===== config.mk =====
export PLATFORM = sky130hd
export DESIGN_NAME = clksw_switch_ctrl
export DESIGN_NICKNAME = d
export VERILOG_FILES = /design/src/rtl/clksw_pkg.sv /design/src/rtl/clksw_interval_counter.sv /design/src/rtl/clksw_seq_fsm.sv /design/src/rtl/clksw_switch_ctrl.sv
export SDC_FILE = /design/constraint.sdc
export NUM_CORES = 1
export LEC_CHECK = 0
export ABC_AREA = 1
export BUFFER_PORTS_ARGS = -buffer_cell sky130_fd_sc_hd__buf_4
export CAP_MARGIN = 10
export CORE_MARGIN = 2
export CORE_UTILIZATION = 45
export CTS_CLUSTER_SIZE = 8
export DETAILED_ROUTE_END_ITERATION = 16
export SYNTH_ARGS = -nofsm -noshare
export SYNTH_HDL_FRONTEND = slang
export SYNTH_SLANG_ARGS = --single-unit

===== constraint.sdc =====
create_clock -name clk -period 1.9 [get_ports clk]
set_clock_uncertainty 0.15 [all_clocks]
set_input_delay 0.38 -clock clk [delete_from_list [all_inputs] [get_ports clk]]
set_output_delay 0.38 -clock clk [all_outputs]
set_load 0.02 [all_outputs]

===== src/rtl/clksw_pkg.sv =====
// Shared types for the run-mode clock source switch controller.
// Assumes: the source code fits two bits and bit 1 set means internal RC.
package clksw_pkg;

    // Clock mux select encoding (also the decoded target source)
    typedef enum logic [1:0] {
        SRC_PRI = 2'b00,
        SRC_SEC = 2'b01,
        SRC_RC  = 2'b10
    } clk_src_e;

    // Sequencer phases
    typedef enum logic [1:0] {
        ST_IDLE = 2'd0,
        ST_OST  = 2'd1,
        ST_LOCK = 2'd2,
        ST_CHG  = 2'd3
    } seq_state_e;

    // Phase indices into the counter bank
    localparam int unsigned PH_OST  = 0;
    localparam int unsigned PH_LOCK = 1;
    localparam int unsigned PH_CHG  = 2;
    localparam int unsigned NUM_PH  = 3;

    // Decode a written source code; the low bit is ignored when RC is chosen
    function automatic clk_src_e decode_src(input logic [1:0] code);
        if (code[1])      return SRC_RC;
        else if (code[0]) return SRC_SEC;
        else              return SRC_PRI;
    endfunction

endpackage


===== src/rtl/clksw_interval_counter.sv =====
// Counts qualified events up to LIMIT and flags the event that completes it.
// Assumes: LIMIT >= 1; clear has priority and holds the count at zero.
// done is combinational and is valid only in a cycle where step is high.
module clksw_interval_counter #(
    parameter int unsigned LIMIT = 4
) (
    input  logic clk,
    input  logic rst_n,
    input  logic clear,
    input  logic step,
    output logic done
);
    localparam int unsigned CW = (LIMIT > 1) ? $clog2(LIMIT) : 1;
    localparam logic [CW-1:0] LAST = CW'(LIMIT - 1);

    logic [CW-1:0] cnt;

    // Completion flag: the step that lands on the last count value
    always_comb begin
        done = !clear && step && (cnt == LAST);
    end

    // Event counter, wraps to zero on completion
    always_ff @(posedge clk) begin
        if (!rst_n) begin
            cnt <= '0;
        end else if (clear) begin
            cnt <= '0;
        end else if (step) begin
            cnt <= done ? '0 : cnt + 1'b1;
        end
    end

endmodule


===== src/rtl/clksw_seq_fsm.sv =====
// Switch sequencer: takes source writes and phase-complete flags, and
// drives the oscillator/PLL enables, the stable flag and the mux select.
// Assumes: phase_done[] comes from counters that are cleared whenever
// their phase is not active or a write arrives; a write always wins.
module clksw_seq_fsm
    import clksw_pkg::*;
#(
    parameter bit PLL_AT_RESET = 1'b0
) (
    input  logic              clk,
    input  logic              rst_n,
    input  logic              sel_wr,
    input  logic [1:0]        sel_data,
    input  logic              pll_req,
    input  logic [NUM_PH-1:0] phase_done,
    output seq_state_e        state,
    output logic              pri_osc_en,
    output logic              pll_en,
    output logic              osc_stable,
    output clk_src_e          clk_sel
);
    clk_src_e wr_src;
    clk_src_e target;
    logic     pll_cfg;
    logic     pri_short;

    // Decode the written code; a primary write can skip start-up when
    // the primary is already stable with the same PLL setting
    always_comb begin
        wr_src    = decode_src(sel_data);
        pri_short = osc_stable && (pll_req == pll_cfg);
    end

    // Sequencer state, enables and mux select
    always_ff @(posedge clk) begin
        if (!rst_n) begin
            state      <= ST_OST;
            target     <= SRC_PRI;
            pll_cfg    <= PLL_AT_RESET;
            pri_osc_en <= 1'b1;
            pll_en     <= PLL_AT_RESET;
            osc_stable <= 1'b0;
            clk_sel    <= SRC_PRI;
        end else if (sel_wr) begin
            target <= wr_src;
            if (wr_src == SRC_PRI) begin
                pll_cfg <= pll_req;
                if (pri_short) begin
                    state <= ST_CHG;
                end else begin
                    state      <= ST_OST;
                    pri_osc_en <= 1'b1;
                    pll_en     <= pll_req;
                    osc_stable <= 1'b0;
                end
            end else begin
                state <= ST_CHG;
            end
        end else begin
            case (state)
                ST_OST: begin
                    if (phase_done[PH_OST]) begin
                        if (pll_cfg) begin
                            state <= ST_LOCK;
                        end else begin
                            osc_stable <= 1'b1;
                            state      <= ST_CHG;
                        end
                    end
                end
                ST_LOCK: begin
                    if (phase_done[PH_LOCK]) begin
                        osc_stable <= 1'b1;
                        state      <= ST_CHG;
                    end
                end
                ST_CHG: begin
                    if (phase_done[PH_CHG]) begin
                        clk_sel <= target;
                        state   <= ST_IDLE;
                        if (target != SRC_PRI) begin
                            pri_osc_en <= 1'b0;
                            pll_en     <= 1'b0;
                            osc_stable <= 1'b0;
                        end
                    end
                end
                default: begin
                    state <= ST_IDLE;
                end
            endcase
        end
    end

endmodule


===== src/rtl/clksw_switch_ctrl.sv =====
// Top of the run-mode clock source switch controller.
// Holds a bank of three interval counters (start-up ticks, PLL lock
// cycles, changeover cycles), the sequencer and the RC frequency register.
// Assumes: pri_tick is a one-cycle pulse per primary oscillator period,
// already synchronised to clk; the secondary oscillator is always running.
module clksw_switch_ctrl
    import clksw_pkg::*;
#(
    parameter int unsigned OST_COUNT    = 1024,
    parameter int unsigned LOCK_CYCLES  = 32000,
    parameter int unsigned SYNC_CYCLES  = 3,
    parameter int unsigned FREQ_W       = 3,
    parameter logic [FREQ_W-1:0] FREQ_RESET = FREQ_W'(6),
    parameter bit          PLL_AT_RESET = 1'b0
) (
    input  logic              clk,
    input  logic              rst_n,
    input  logic              sel_wr,
    input  logic [1:0]        sel_data,
    input  logic              pll_req,
    input  logic              freq_wr,
    input  logic [FREQ_W-1:0] freq_val,
    input  logic              pri_tick,
    output logic              pri_osc_en,
    output logic              pll_en,
    output logic [1:0]        clk_sel,
    output logic              osc_stable,
    output logic              busy,
    output logic [FREQ_W-1:0] rc_freq
);
    seq_state_e        state;
    clk_src_e          sel_src;
    logic [NUM_PH-1:0] ph_active;
    logic [NUM_PH-1:0] ph_step;
    logic [NUM_PH-1:0] ph_done;

    // Phase activity and step qualifiers for the counter bank
    always_comb begin
        ph_active[PH_OST]  = (state == ST_OST);
        ph_active[PH_LOCK] = (state == ST_LOCK);
        ph_active[PH_CHG]  = (state == ST_CHG);
        ph_step[PH_OST]    = pri_tick;
        ph_step[PH_LOCK]   = 1'b1;
        ph_step[PH_CHG]    = 1'b1;
    end

    // One interval counter per phase; a write restarts every phase
    for (genvar g = 0; g < NUM_PH; g++) begin : g_phase
        localparam int unsigned LIM = (g == PH_OST)  ? OST_COUNT :
                                      (g == PH_LOCK) ? LOCK_CYCLES :
                                                       SYNC_CYCLES;
        clksw_interval_counter #(
            .LIMIT (LIM)
        ) u_cnt (
            .clk   (clk),
            .rst_n (rst_n),
            .clear (!ph_active[g] || sel_wr),
            .step  (ph_step[g]),
            .done  (ph_done[g])
        );
    end

    clksw_seq_fsm #(
        .PLL_AT_RESET (PLL_AT_RESET)
    ) u_fsm (
        .clk        (clk),
        .rst_n      (rst_n),
        .sel_wr     (sel_wr),
        .sel_data   (sel_data),
        .pll_req    (pll_req),
        .phase_done (ph_done),
        .state      (state),
        .pri_osc_en (pri_osc_en),
        .pll_en     (pll_en),
        .osc_stable (osc_stable),
        .clk_sel    (sel_src)
    );

    // Output view of the sequencer
    always_comb begin
        clk_sel = sel_src;
        busy    = (state != ST_IDLE);
    end

    // RC frequency select: applied directly, independent of any switch
    always_ff @(posedge clk) begin
        if (!rst_n) begin
            rc_freq <= FREQ_RESET;
        end else if (freq_wr) begin
            rc_freq <= freq_val;
        end
    end

endmodule


==> results.yml <==
clock_network:
  clock_latency_ns: 0.29
  numClockSinks: 40
  cts_root_buffer: "clkbuf_8"
  cts_buffer_depth: 2
  path_clk_slew_ns: 0.08
  cts_hold_buf: 0
  cts_tree: "built"
  postCtsSetupRepairBufs: 0
  cts_resized: 0
  numCtsBuffers: 5
  htreeDepth: 2
detailed_routing:
  dr_wl_met2_um: 1477
  drc: 0
  wl_per_cell_um: 10.43
  maxUsedRoutingLayer: "met4"
  totalWireLength_um: 3451
  vias: 1568
  first_iter_violations: 40
  vias_per_cell: 4.737
  drt-met1-wl_um: 1754
  first_pass_iters: 4
  wl_met3_um: 148
  ant_nets: 0
synthesis:
  syn_avg_cell_area_um2: 7.718
  yosysMostFrequentCell: "nand2_1"
  synthTopCellsByCount: "nand2_1 (47), dfxtp_1 (40), nor2_1 (37)"
  synth_top_area_share_pct: 40.69
  synth.net_count: 273
  synth-edff-count: 0
  syn_inst: 255
  ys_seq_area_share_pct: 40.69
  synthArstFlopShare_pct: 0
  synth_area_leaders: "dfxtp_1 (41%), nand2_1 (9.0%), nor2_1 (7.1%)"
  synth_top_area_cell: "dfxtp_1"
  syn-cell-area_mm2: 0.001968
  yosysUniqueCellTypes: 35
  ys_warn_count: 0
  dominantRegCellSynth: "dfxtp_1"
  synth-seq-cells: 40
timing:
  setup_viol: 0
  worst_hold_slack_ns: 0.1455
  slew_violations: 0
  tns_ns: 0
  relSlewSlack_pct: 79.05
  grt_setup_unrepaired: "no"
  fmax_mhz: 570.4
  period_needed_ns: 1.753
  finalHoldViolations: 0
  period_share_pct: 92.27
  tightest_slew_ns: 0.3138
global_routing:
  grt_pass1_vias: 1477
  grt.overflow.total: 0
  grt_max_degree: 16
  track_usage_pct: 16.25
  grt_pass1_wl_um: 6389
  antenna_found_initial: 0
cells_and_area:
  drive_above_1_share_pct: 19.71
  area_delta_synth_final_pct: 15.64
  stdcell_area_mm2: 0.002276
  nNetsFinal: 296
  layout.cells.non_filler: 331
  utilization_pct: 53.00
  antenna_cells: 0
floorplanning:
  rows: 24
  initial_core_util_pct: 45.83
  fp.dieW_um: 70.14
  pin_count: 20
  coreArea_mm2: 0.004294
  fp.dieArea_mm2: 0.004919
  fp.dieH_um: 70.14
worst_hold_path:
  hold_path_class: "in -> reg"
critical_path:
  cp_max_fo: 15
  worstPathCellList: "ha_1 > nand2_1 > inv_2 > nand2_2 > nor2_4 > nand2_4 > nand3_2 > o21bai_1 > a21oi_1"
  worstRegToRegCells: 9
  crit_family: "simple AND/OR/NAND/NOR gates"
  worstPathRequired_ns: 1.98
  critical-path-max-stage-delay_ns: 0.34
  path_depth: 9
  crit_arrival_ns: 1.83
  reg2reg_slack_ns: 0.15
  timing.critical_path.to_type: "flip-flop"
  startpoint: "g_phase[1].u_cnt.cnt[0]$_SDFF_PP0_"
  path_buf_inv: 1
  r2r_end: "g_phase[1].u_cnt.cnt[12]$_SDFF_PP0_"
  cp-endpoint: "g_phase[1].u_cnt.cnt[12]$_SDFF_PP0_"
  slowest_stage: "dfxtp_1"
  startpoint_type: "flip-flop"
  reg2reg_from: "g_phase[1].u_cnt.cnt[0]$_SDFF_PP0_"
  crit_type: "reg -> reg"
job:
  max-cap-violations: 0
outcome:
  status: "completed"
place:
  io_buffers: 19
  hpwl_um: 2595
  place_congestion: 0.7763
  placed_cell_area_mm2: 0.002150
  numPlacedInstances: 323
pwr:
  ir_drop_v: 0.0004040
  p_leak_nw: 0.9239
  pwr_density_cell_mw_per_mm2: 872.6
## area by class of cell
type | count | area, um^2
clock buffers | 7 | 96.34
clock inverters | 1 | 30.03
fillers | 423 | 2018
inverters | 36 | 135.1
multi-input cells | 176 | 1006
flip-flops and latches | 40 | 800.8
well taps | 52 | 65.06
repair buffers | 19 | 142.6
## how the worst min path moves through the flow
stage	end	cells past startpoint	start	slack, ns
after floorplan	g_phase[2].u_cnt.cnt[0]$_SDFF_PP0_	1	g_phase[2].u_cnt.cnt[0]$_SDFF_PP0_	0.25
after global placement	g_phase[2].u_cnt.cnt[0]$_SDFF_PP0_	1	g_phase[2].u_cnt.cnt[0]$_SDFF_PP0_	0.26
after detailed placement	g_phase[2].u_cnt.cnt[0]$_SDFF_PP0_	1	g_phase[2].u_cnt.cnt[0]$_SDFF_PP0_	0.27
after CTS	rc_freq[1]$_SDFFE_PN1P_	3	freq_val[1]	0.13
after global routing	rc_freq[1]$_SDFFE_PN1P_	3	freq_val[1]	0.14
final	rc_freq[1]$_SDFFE_PN1P_	3	freq_val[1]	0.15
## power by group
part	internal, W	total, W	switching, W
logic	0.000127	0.000326	0.000199
registers	0.000874	0.000903	0.0000291
clock network	0.000463	0.000756	0.000293
total	0.00146	0.00199	0.000521
## metal layers
metal	GRT usage, %	vias to the layer above
li1	-	856
met1	21.66	682
met2	24.23	23
met3	5.051	7
met4	7.051	0
met5	0	-
## cells by family after synthesis
group	synth area share, %
compound gates	7.947
buf+inv	8.201
xor+xnor	4.450
simple gates	34.27
flops	40.69
fa+ha+maj	4.450
## flip-flops by register name, summed over array words and instances, names as in the netlist
signal and flops:
u_fsm.pri_osc_en 1, u_fsm.target 2, u_fsm.state 2, g_phase.u_cnt.cnt 27, u_fsm.pll_en 1, rc_freq 3
u_fsm.pll_cfg 1, u_fsm.clk_sel 2, u_fsm.osc_stable 1
## stage by stage
step           power [W]  setup slack [ns]
2_1_floorplan   0.001156            0.4014
3_3_place_gp    0.001254            0.2222
3_5_place_dp    0.001252            0.1418
4_1_cts         0.002021            0.1354
5_1_grt         0.002109          0.008755
6_report        0.001986            0.1468
## tightest hold or removal path, stage by stage
cell,delay (ns)
buf_4,0.08
nand2_1,0.04
nand3_1,0.06
## layout by cell type, fill, tap and decap left out, drive strengths merged, types with 7 or more instances in the layout
master / instances
nor2: 44
nand3: 14
dfxtp: 40
nor3: 7
o21ai: 7
nand2: 52
buf: 19
inv: 36
a21oi: 14
ha: 7
clkbuf: 7
(Power assumes the default switching activity.)
